**src/rtl/rst_hub_pkg.sv**
```systemverilog
// Shared definitions for the reset controller: source indices, status bit
// positions and memory access kinds. Assumes a status byte of at least 7 bits.
package rst_hub_pkg;

    localparam int NUM_SRC = 5;

    // Source index doubles as priority: a lower index wins.
    typedef enum logic [2:0] {
        SRC_PIN  = 3'd0,
        SRC_MCLK = 3'd1,
        SRC_CMP  = 3'd2,
        SRC_WDT  = 3'd3,
        SRC_MEM  = 3'd4
    } src_e;

    typedef enum logic [1:0] {
        ACC_READ  = 2'b00,
        ACC_WRITE = 2'b01,
        ACC_FETCH = 2'b10,
        ACC_ALT   = 2'b11
    } acc_e;

    // Status byte position of each source's cause flag.
    function automatic int flag_pos(input int src);
        case (src)
            0:       return 0;
            1:       return 2;
            2:       return 5;
            3:       return 3;
            default: return 6;
        endcase
    endfunction

endpackage

```
**src/rtl/rst_mem_guard.sv**
```systemverilog
// Memory access checker: flags accesses above the user code limit and
// accesses blocked by security. Assumes requests are only meaningful while
// the system is out of reset (active high).
module rst_mem_guard
    import rst_hub_pkg::*;
#(
    parameter int          ADDR_W     = 16,
    parameter logic [15:0] CODE_LIMIT = 16'h3DFF
) (
    input  logic              clk,
    input  logic              rst_n,
    input  logic              active,
    input  logic              valid,
    input  logic [1:0]        kind,
    input  logic              wr_en,
    input  logic [ADDR_W-1:0] addr,
    input  logic              locked,
    output logic              err
);

    localparam logic [ADDR_W-1:0] LIMIT = ADDR_W'(CODE_LIMIT);

    logic above;
    logic is_write;

    // Classify the request and decide whether it is illegal.
    always_comb begin
        above    = (addr > LIMIT);
        is_write = (kind == ACC_WRITE);
        err      = active && valid && (locked || (above && (!is_write || wr_en)));
    end

    AST_LEGAL_ACCESS_QUIET: assert property (@(posedge clk) disable iff (!rst_n)
        (valid && !locked && (addr <= LIMIT)) |-> !err);

endmodule

```
**src/rtl/rst_cause_arb.sv**
```systemverilog
// Fixed-priority arbiter over reset requests: index 0 has highest priority.
// Produces a one-hot grant and an any-request flag. Purely combinational.
module rst_cause_arb #(
    parameter int N = 5
) (
    input  logic         clk,
    input  logic         rst_n,
    input  logic [N-1:0] req,
    output logic [N-1:0] grant,
    output logic         any
);

    logic [N:0] seen;

    assign seen[0] = 1'b0;

    // Ripple chain: each stage is granted only if no higher stage requested.
    for (genvar i = 0; i < N; i++) begin : g_stage
        assign grant[i]  = req[i] && !seen[i];
        assign seen[i+1] = seen[i] || req[i];
    end

    assign any = seen[N];

    AST_GRANT_ONEHOT: assert property (@(posedge clk) disable iff (!rst_n)
        $onehot0(grant));
    AST_PIN_WINS: assert property (@(posedge clk) disable iff (!rst_n)
        req[0] |-> (grant == N'(1)));

endmodule

```
**src/rtl/rst_stretch.sv**
```systemverilog
// Reset stretcher: asserts the internal reset as soon as a request is seen
// and releases it HOLD_CYCLES cycles after the last request cycle. The block's
// own power-on reset counts as a request.
module rst_stretch #(
    parameter int HOLD_CYCLES = 16
) (
    input  logic clk,
    input  logic rst_n,
    input  logic req,
    output logic in_rst
);

    localparam int CNT_W = $clog2(HOLD_CYCLES + 1);
    localparam logic [CNT_W-1:0] RELOAD = CNT_W'(HOLD_CYCLES - 1);
    localparam logic [CNT_W:0]   HOLD_V = (CNT_W+1)'(HOLD_CYCLES);

    logic [CNT_W-1:0] cnt;
    logic [CNT_W:0]   quiet;

    // Reload on any request, count down while quiet, release at zero.
    always_ff @(posedge clk) begin
        if (!rst_n || req) begin
            in_rst <= 1'b1;
            cnt    <= RELOAD;
        end else if (in_rst) begin
            if (cnt == '0) begin
                in_rst <= 1'b0;
            end else begin
                cnt <= cnt - 1'b1;
            end
        end
    end

    // Independent count of quiet reset cycles, used only to check the length.
    always_ff @(posedge clk) begin
        if (!rst_n || req || !in_rst) begin
            quiet <= '0;
        end else if (quiet != HOLD_V) begin
            quiet <= quiet + 1'b1;
        end
    end

    AST_HOLD_LENGTH: assert property (@(posedge clk) disable iff (!rst_n)
        $fell(in_rst) |-> (quiet == HOLD_V));
    AST_REQ_HOLDS: assert property (@(posedge clk) disable iff (!rst_n)
        req |=> in_rst);

endmodule

```
**src/rtl/rst_wdt_prescale.sv**
```systemverilog
// Watchdog clock-enable prescaler: one tick every DIV cycles while out of
// reset. The count restarts from zero while hold is high.
module rst_wdt_prescale #(
    parameter int DIV = 12
) (
    input  logic clk,
    input  logic rst_n,
    input  logic hold,
    output logic tick
);

    localparam int DW = (DIV > 1) ? $clog2(DIV) : 1;
    localparam logic [DW-1:0] LAST = DW'(DIV - 1);

    logic [DW-1:0] div_q;

    // Free-running modulo-DIV counter, cleared by any reset.
    always_ff @(posedge clk) begin
        if (!rst_n || hold) begin
            div_q <= '0;
        end else if (div_q == LAST) begin
            div_q <= '0;
        end else begin
            div_q <= div_q + 1'b1;
        end
    end

    assign tick = !hold && (div_q == LAST);

    AST_TICK_SINGLE: assert property (@(posedge clk) disable iff (!rst_n)
        tick |=> !tick);

endmodule

```
**src/rtl/rst_hub.sv**
```systemverilog
// Multi-source reset controller top. Gathers the pin, missing-clock,
// comparator, watchdog and memory-error requests, arbitrates the cause,
// stretches the system reset and keeps the cause flags and source enables.
// Assumes ext_rst_n is already synchronized to clk and has no output path.
module rst_hub
    import rst_hub_pkg::*;
#(
    parameter int          ADDR_W      = 16,
    parameter logic [15:0] CODE_LIMIT  = 16'h3DFF,
    parameter int          REG_W       = 8,
    parameter int          HOLD_CYCLES = 16,
    parameter int          WDT_DIV     = 12
) (
    input  logic              clk,
    input  logic              rst_n,
    input  logic              ext_rst_n,
    input  logic              mclk_timeout,
    input  logic              cmp_out,
    input  logic              cmp_on,
    input  logic              wdt_timeout,
    input  logic              mem_valid,
    input  logic [1:0]        mem_kind,
    input  logic              mem_wr_en,
    input  logic [ADDR_W-1:0] mem_addr,
    input  logic              mem_locked,
    input  logic              reg_wr,
    input  logic [REG_W-1:0]  reg_wdata,
    output logic [REG_W-1:0]  reg_rdata,
    output logic              sys_rst_n,
    output logic              wdt_tick
);

    localparam int MCLK_POS = flag_pos(int'(SRC_MCLK));
    localparam int CMP_POS  = flag_pos(int'(SRC_CMP));

    logic [NUM_SRC-1:0] req;
    logic [NUM_SRC-1:0] grant;
    logic               any_req;
    logic               in_rst;
    logic               mem_err;
    logic               onset;
    logic               mclk_en;
    logic               cmp_en;
    logic [REG_W-1:0]   flags;
    logic [REG_W-1:0]   onset_flags;

    rst_mem_guard #(
        .ADDR_W     (ADDR_W),
        .CODE_LIMIT (CODE_LIMIT)
    ) u_guard (
        .clk    (clk),
        .rst_n  (rst_n),
        .active (!in_rst),
        .valid  (mem_valid),
        .kind   (mem_kind),
        .wr_en  (mem_wr_en),
        .addr   (mem_addr),
        .locked (mem_locked),
        .err    (mem_err)
    );

    // Qualify each raw source into its request line.
    always_comb begin
        req               = '0;
        req[int'(SRC_PIN)]  = !ext_rst_n;
        req[int'(SRC_MCLK)] = mclk_timeout && mclk_en;
        req[int'(SRC_CMP)]  = cmp_on && cmp_en && !cmp_out;
        req[int'(SRC_WDT)]  = wdt_timeout;
        req[int'(SRC_MEM)]  = mem_err;
    end

    rst_cause_arb #(
        .N (NUM_SRC)
    ) u_arb (
        .clk   (clk),
        .rst_n (rst_n),
        .req   (req),
        .grant (grant),
        .any   (any_req)
    );

    rst_stretch #(
        .HOLD_CYCLES (HOLD_CYCLES)
    ) u_stretch (
        .clk    (clk),
        .rst_n  (rst_n),
        .req    (any_req),
        .in_rst (in_rst)
    );

    rst_wdt_prescale #(
        .DIV (WDT_DIV)
    ) u_presc (
        .clk  (clk),
        .rst_n(rst_n),
        .hold (in_rst),
        .tick (wdt_tick)
    );

    assign onset = any_req && !in_rst;

    // Map the one-hot grant onto the status byte positions.
    always_comb begin
        onset_flags = '0;
        for (int i = 0; i < NUM_SRC; i++) begin
            if (grant[i]) begin
                onset_flags[flag_pos(i)] = 1'b1;
            end
        end
    end

    // Cause flags: replaced with the winner at the start of each new reset.
    always_ff @(posedge clk) begin
        if (!rst_n) begin
            flags <= '0;
        end else if (onset) begin
            flags <= onset_flags;
        end
    end

    // Source enables: cleared by every reset, written only outside reset.
    always_ff @(posedge clk) begin
        if (!rst_n || in_rst) begin
            mclk_en <= 1'b0;
            cmp_en  <= 1'b0;
        end else if (reg_wr) begin
            mclk_en <= reg_wdata[MCLK_POS];
            cmp_en  <= reg_wdata[CMP_POS];
        end
    end

    assign reg_rdata = flags;
    assign sys_rst_n = !in_rst;

    AST_REQ_ASSERTS: assert property (@(posedge clk) disable iff (!rst_n)
        any_req |=> !sys_rst_n);
    AST_FLAGS_ONEHOT: assert property (@(posedge clk) disable iff (!rst_n)
        $onehot0(reg_rdata));
    AST_FLAGS_STICKY: assert property (@(posedge clk) disable iff (!rst_n)
        !onset |=> $stable(reg_rdata));
    AST_EN_CLEARED: assert property (@(posedge clk) disable iff (!rst_n)
        !sys_rst_n |=> (!mclk_en && !cmp_en));
    AST_TICK_IN_RESET: assert property (@(posedge clk) disable iff (!rst_n)
        $fell(sys_rst_n) |-> !wdt_tick);

endmodule

```
**config.mk**
```make
export PLATFORM = sky130hd
export DESIGN_NAME = rst_hub
export DESIGN_NICKNAME = d
export VERILOG_FILES = /design/src/rtl/rst_hub_pkg.sv /design/src/rtl/rst_mem_guard.sv /design/src/rtl/rst_cause_arb.sv /design/src/rtl/rst_stretch.sv /design/src/rtl/rst_wdt_prescale.sv /design/src/rtl/rst_hub.sv
export SDC_FILE = /design/constraint.sdc
export NUM_CORES = 1
export LEC_CHECK = 0
export ABC_AREA = 1
export BUFFER_PORTS_ARGS = -buffer_cell sky130_fd_sc_hd__buf_2
export CAP_MARGIN = 20
export CORE_MARGIN = 1.5
export CORE_UTILIZATION = 45
export CTS_CLUSTER_DIAMETER = 100
export DETAILED_ROUTE_END_ITERATION = 7
export PLACE_DENSITY = 0.84
export SYNTH_ARGS = -nofsm -noshare
export SYNTH_HDL_FRONTEND = slang
export SYNTH_SLANG_ARGS = --single-unit
export TNS_END_PERCENT = 30
```
**constraint.sdc**
```tcl
create_clock -name clk -period 3.8 [get_ports clk]
set_clock_uncertainty 0.15 [all_clocks]
set_input_delay 0.19 -clock clk [delete_from_list [all_inputs] [get_ports clk]]
set_output_delay 0.19 -clock clk [all_outputs]
set_load 0.05 [all_outputs]
```
==> results of run 1 <==
## metal layers
metal / up-vias / global-route usage [%] / share of wire [%]
met2: 20 / 38.03 / 55
li1: 420 / - / -
met3: 5 / 5.159 / 4.4
met4: 0 / 11.76 / 2.3
met5: - / 0 / 0
met1: 365 / 17.44 / 39
## synth_stat cells
master    instances  area share, %
nand4_1           2            1.5
nor4_1            1           0.77
nand2_1          15            6.9
nor2_1           14            6.5
xor2_1            1            1.1
nand3b_1          1           0.92
nor3_1            1           0.62
inv_1            15            6.9
conb_1            1           0.46
a21oi_1           9            5.5
nand3_1          11            6.8
a21boi_2          1            1.4
nor2_4            1            1.4
dfxtp_1          17             42
o211ai_1          2            1.8
xnor2_1           2            2.2
buf_4             3            2.8
nand2_2           3            2.3
clkinv_1          1           0.46
o21ai_0           5            3.1
ha_1              3            4.6
## worst paths after layout
kind	end	slack, ns	cells after the start
max	mclk_en$_SDFFE_PP0P_	1.94	7
max reg2reg	u_stretch.cnt[4]$_SDFFE_PP0P_	2.10	9
min	reg_rdata[0]$_SDFFE_PN0P_	0.04	4
min reg2reg	u_presc.div_q[0]$_SDFF_PP0_	0.31	1
## cells in the final DEF, fill, tap and decap left out, drive strengths merged
master and instances:
ha 3, nor4 1, nand3 11, xnor2 2, a21boi 1, clkbuf 3
dlygate4sd3 4, o211ai 2, nand4 2, inv 15, conb 3, a21oi 9
nor3 1, dfxtp 17, o21ai 5, clkinv 2, nand2 18, nand3b 1
xor2 1, buf 28, nor2 15
## cell type report
type | count | area share (%)
well taps | 25 | 3.019
inverters | 16 | 5.797
clock inverters | 1 | 0.4831
clock buffers | 3 | 2.174
flip-flops and latches | 17 | 32.85
repair buffers | 32 | 17.39
multi-input cells | 75 | 38.29
## where the power goes
group          switching [mW]  leakage [nW]  total, mW  internal, mW
Combinational          0.0187         0.344     0.0324        0.0137
Clock                  0.0588        0.0177     0.0981        0.0392
Sequential           0.000541         0.137      0.179         0.179
Total                  0.0781         0.499      0.310         0.231
## registers in the layout, indices dropped and copies added, names as in the netlist
name,cells
reg_rdata,5
cmp_en,1
mclk_en,1
u_presc.div_q,4
u_stretch.cnt,5
u_stretch.in_rst,1
## timing repair
action	in CTS	in global routing
hold endpoints to repair	4	0
gates resized for setup	0	0
hold buffers	4	0
## worst max-delay path: cells and delay by family
family,cells,cell delay [ns]
buf+inv,4,1.30
compound gates,2,0.26
simple gates,1,0.20
## stage by stage
stage	total power, mW	instance area [µm²]	std cells	util (%)
floorplan	0.2013	819.5	111	-
global placement	0.2117	968.4	161	56.70
detailed placement	0.2130	968.4	161	56.70
CTS	0.3123	1036	169	60.66
global route	0.3235	1036	169	60.66
finish	0.3096	1036	169	60.66
## kinds of logic (layout without fill, tap and decap cells)
group                    Yosys count  count (layout)
other                              1               3
buffers and inverters             19              52
adder cells (fa/ha/maj)            3               3
AND/OR/NAND/NOR                   49              49
AO/OA/AOI/OAI                     17              17
flip-flops                        17              17
XOR/XNOR                           3               3
==> impl_metrics.tcl, run 1 <==
set metrics [dict create \
    clock_latency_ns 0.30 \
    pwr_density_cell_mw_per_mm2 298.8 \
    wl_um 1765 \
    final_nets 185 \
    worstPathArrival_ns 1.96 \
    cts.sinks 17 \
    outcome "completed" \
    endpoint_kind "register" \
    synth_xor_area_share_pct 3.236 \
    synthMuxAreaShare_pct 0 \
    grt_max_degree 11 \
    rows 15 \
    whs_ns 0.03677 \
    fill_cells 161 \
    remaining_drc_errors 0 \
    synth_seq_area_share_pct 41.91 \
    leakage_nw 0.4994 \
    cts_root_buffer "clkbuf_4" \
    syn_area_per_cell_um2 7.450 \
    synth_fa_ha_area_share_pct 4.622 \
    die_w_um 45.48 \
    slowest_stage "dlygate4sd3_1" \
    post-route-min-period_ns 1.862 \
    fin_setup_tns_ns 0 \
    ioPinCount 47 \
    dp_slack_ns 2.146 \
    core_mm2 0.001708 \
    seq_area_um2 340.3 \
    routedWlPerCell_um 10.44 \
    place_congestion 0.7896 \
    drv_cap 0 \
    synth_top_family_by_area "simple AND/OR/NAND/NOR gates" \
    yosys_warnings 0 \
    synth_compound_area_share_pct 11.86 \
    fmax_mhz 537.0 \
    crit_top_cell "dlygate4sd3_1" \
    rsz0062_at_grt "false" \
    finalCritPeriodShare_pct 49.01 \
    cts.htree.levels 1 \
    track_usage_pct 19.61 \
    cts_buffer_depth 2 \
    numCtsBuffers 3 \
    peakVddDrop_v 0.0002119 \
    grt_antenna_before_repair 0 \
    r2r_start "u_stretch.cnt[0]$_SDFFE_PP1P_" \
    io_buffers 28 \
    ys_ff_latch 17 \
    path_cells "dlygate4sd3_1 -> buf_2 -> inv_1 -> nor2_1 -> o21ai_0 -> a21oi_1 -> dlygate4sd3_1" \
    syn_area_um2 812.0 \
    cts_tree "built" \
    vias 810 \
    ant_nets 0 \
    hpwl_um 1355 \
    hold_class "input port to register" \
    path_max_fanout 5 \
    slew_violations 0 \
    yosysUniqueCellTypes 21 \
    min_from "ext_rst_n" \
    grt_pass1_wl_um 2808 \
    antenna_cells 0 \
    path_class "input port to register" \
    hold_viol 0 \
    overflow 0 \
    via_per_inst 4.793 \
    startpoint "rst_n" \
    dieArea_mm2 0.002068 \
    die_y_um 45.48 \
    synthCells 109 \
    multiInputGateArea_um2 396.6 \
    postCtsSetupRepairBufs 0 \
    crit_path_start_kind "input port" \
    first_pass_iters 4 \
    synthSimpleGateAreaFrac_pct 27.73 \
    clk_pin_slew_worst_paths_ns 0.10 \
    cp.required_ns 3.90 \
    syn2layout_area_growth_pct 27.58 \
    setup_violations 0 \
    grt_pass1_vias 750 \
    critical_path.max_stage_delay_ns 0.55 \
    drive_gt1_share_pct 25.69 \
    fin_ws_ns 1.938 \
    start_util_pct 47.55 \
    drt-initial-drc-count 17 \
]
(Power assumes the default switching activity.)
==> run 2: changes to the inputs <==
--- a/config.mk
+++ b/config.mk
@@ -5,14 +5,14 @@
 export SDC_FILE = /design/constraint.sdc
 export NUM_CORES = 1
 export LEC_CHECK = 0
-export ABC_AREA = 1
+export ABC_AREA = 0
 export BUFFER_PORTS_ARGS = -buffer_cell sky130_fd_sc_hd__buf_2
 export CAP_MARGIN = 20
 export CORE_MARGIN = 1.5
-export CORE_UTILIZATION = 45
+export CORE_UTILIZATION = 43
 export CTS_CLUSTER_DIAMETER = 100
 export DETAILED_ROUTE_END_ITERATION = 7
-export PLACE_DENSITY = 0.84
+export PLACE_DENSITY = 0.79
 export SYNTH_ARGS = -nofsm -noshare
 export SYNTH_HDL_FRONTEND = slang
 export SYNTH_SLANG_ARGS = --single-unit
==> constraint.sdc (replaced) <==
create_clock -name clk -period 1.9 [get_ports clk]
set_clock_uncertainty 0.15 [all_clocks]
set_input_delay 0.095 -clock clk [delete_from_list [all_inputs] [get_ports clk]]
set_output_delay 0.095 -clock clk [all_outputs]
set_load 0.05 [all_outputs]
==> impl_metrics.tcl, run 2 <==
set metrics [dict create \
    path_max_fanout 4 \
    leakage_nw 0.5163 \
    dieArea_mm2 0.002323 \
    slew_violations 0 \
    postCtsSetupRepairBufs 0 \
    switching_share_pct 24.84 \
    post-route-min-period_ns 1.663 \
    syn_area_um2 878.3 \
    critical_path.max_stage_delay_ns 0.48 \
    ant_nets 0 \
    fmax_mhz 601.1 \
    slowest_stage "or4b_4" \
    crit_path_start_kind "register" \
    io_buffers 28 \
    async_flop_share_pct 0 \
    synth_seq_area_share_pct 38.75 \
    syn_area_per_cell_um2 9.246 \
    clock_latency_ns 0.30 \
    peakVddDrop_v 0.0005200 \
    r2r_start "u_stretch.cnt[0]$_SDFFE_PP1P_" \
    antenna_cells 0 \
    grt_max_degree 12 \
    final_cell_mix "28 x buf_2, 17 x dfxtp_1, 12 x nand2_1, 9 x dlygate4sd3_1" \
    routedWlPerCell_um 11.83 \
    first_pass_iters 4 \
    synth_top_cell_area_share_pct 38.75 \
    fin_setup_tns_ns 0 \
    vias 797 \
    crit_top_cell "nand2_1" \
    track_usage_pct 17.36 \
    layout_commonest_cell "buf_2" \
    yosysUniqueCellTypes 34 \
    path_class "register to register" \
    endpoint_kind "register" \
    die_y_um 48.20 \
    synthTopCellsByArea "dfxtp_1 39%, mux2i_1 5.7%, nand2_1 5.1%" \
    ys_ff_latch 17 \
    critical-path-top-delay-family "simple AND/OR/NAND/NOR gates" \
    drt-initial-drc-count 14 \
    clk_pin_slew_worst_paths_ns 0.11 \
    min_from "mem_addr[15]" \
    yosysMostFrequentCell "dfxtp_1" \
    drive_gt1_share_pct 30.08 \
    grt_pass1_wl_um 2829 \
    pwr-share-seq_pct 56.7 \
    synthFlopType "dfxtp_1" \
    cts_buffer_depth 2 \
    final_nets 174 \
    hpwl_um 1309 \
    grt_pass1_vias 714 \
    numCtsBuffers 3 \
    fin_ws_ns 0.2365 \
    pwr_density_cell_mw_per_mm2 550.8 \
    cts_tree "built" \
    ioPinCount 47 \
    cp.required_ns 1.95 \
    dp_slack_ns 0.2505 \
    rows 16 \
    worstPathArrival_ns 1.71 \
    outcome "completed" \
    core_mm2 0.001942 \
    netlist.top_cell.by_area "dfxtp_1" \
    start_util_pct 45.23 \
    synth_edf_count 0 \
    grt_antenna_before_repair 0 \
    syn2layout_area_growth_pct 30.48 \
    place_congestion 0.6427 \
    startpoint "u_stretch.cnt[0]$_SDFFE_PP1P_" \
    p_int_mw 0.4745 \
    setup_violations 0 \
    wl_um 1893 \
    yosys-top-cells-count "17 x dfxtp_1, 12 x nand2_1, 8 x nand3_1, 8 x nor2_1, 5 x mux2i_1" \
    fill_cells 173 \
    cts_root_buffer "clkbuf_4" \
    yosys_warnings 0 \
    cts.htree.levels 1 \
    hold_class "input port to register" \
    synthCells 95 \
    finalCritPeriodShare_pct 87.55 \
    drv_cap 0 \
    cts.sinks 17 \
    path_cells "inv_1 -> ha_1 -> or4b_4 -> nand2_1 -> xnor2_1 -> nand2_1" \
    remaining_drc_errors 0 \
    overflow 0 \
    power_mw 0.6313 \
    p_switching_mw 0.1568 \
    critPathBufInv 1 \
    via_per_inst 4.981 \
    clkPwrFrac_pct 31.1 \
    combPwrFrac_pct 12.2 \
    rsz0062_at_grt "false" \
    die_w_um 48.20 \
    hold_viol 0 \
]
run 2: cell types whose count changed after synthesis, sizes merged, moves of 2 or more:
cell,change
inv,-10
a21oi,-7
nand2,-6
nor3,+2
mux2i,+5
o21ai,-3
nor2,-7
nand3,-3
xor2,+2
or4b,+2
run 2: stage by stage:
step                      util, %  hold WS [ns]  instance area [µm²]  instances
after floorplan                 -       0.09220                885.9         97
after global placement      52.84        0.1868                 1026        147
after detailed placement    52.84        0.2016                 1026        147
after CTS                   59.02       0.07941                 1146        160
after global routing        59.02        0.1052                 1146        160
final                       59.02       0.09450                 1146        160
run 2: final cells by class:
class | instances | area, µm² | area share (%)
clock buffers | 3 | 22.52 | 1.965
clock inverters | 1 | 7.507 | 0.6550
inverters | 5 | 18.77 | 1.638
multi-input cells | 70 | 493.0 | 43.01
flip-flops and latches | 17 | 340.3 | 29.69
well taps | 27 | 33.78 | 2.948
repair buffers | 37 | 230.2 | 20.09
run 2: final timing paths:
check | slack [ns] | end | cells past startpoint
worst min-delay path | 0.09 | u_stretch.cnt[0]$_SDFFE_PP1P_ | 5
worst min register to register | 0.31 | u_presc.div_q[0]$_SDFF_PP0_ | 1
worst max register to register | 0.24 | u_stretch.cnt[0]$_SDFFE_PP1P_ | 6
worst max-delay path | 0.24 | u_stretch.cnt[0]$_SDFFE_PP1P_ | 6
run 2: worst min-delay path, cell delays in order:
cell and delay, ns:
buf_2 0.07, nor3_1 0.05, o21ai_2 0.14, a21oi_4 0.10, nand2_1 0.05
run 2: kinds of logic after synthesis:
group           after synthesis  synth area share [%]
mux                           5                 5.698
buf+inv                      10                 5.982
compound gates               11                 12.54
simple gates                 42                 26.35
fa+ha+maj                     3                 4.274
other cells                   1                0.4269
xor+xnor                      6                 5.984
flops                        17                 38.75
run 2: timing repair:
| action | CTS | global route |
|---|---|---|
| hold buffers | 9 | 0 |
| hold endpoints to repair | 6 | 0 |
| resized for setup | 0 | 0 |
run 2: power groups by stage:
stage / Clock [mW] / Sequential [mW] / Combinational, mW
2_1_floorplan: 0 / 0.366 / 0.0412
3_3_place_gp: 0 / 0.366 / 0.0612
3_5_place_dp: 0 / 0.366 / 0.0627
4_1_cts: 0.204 / 0.358 / 0.0760
5_1_grt: 0.219 / 0.358 / 0.0836
6_report: 0.197 / 0.358 / 0.0768
run 2: per-layer routing:
metal / share of wire, % / track usage [%]
met1: 40 / 20.95
met3: 5.6 / 5.926
met5: 0 / 0
met4: 0.95 / 5.405
met2: 53 / 28.95
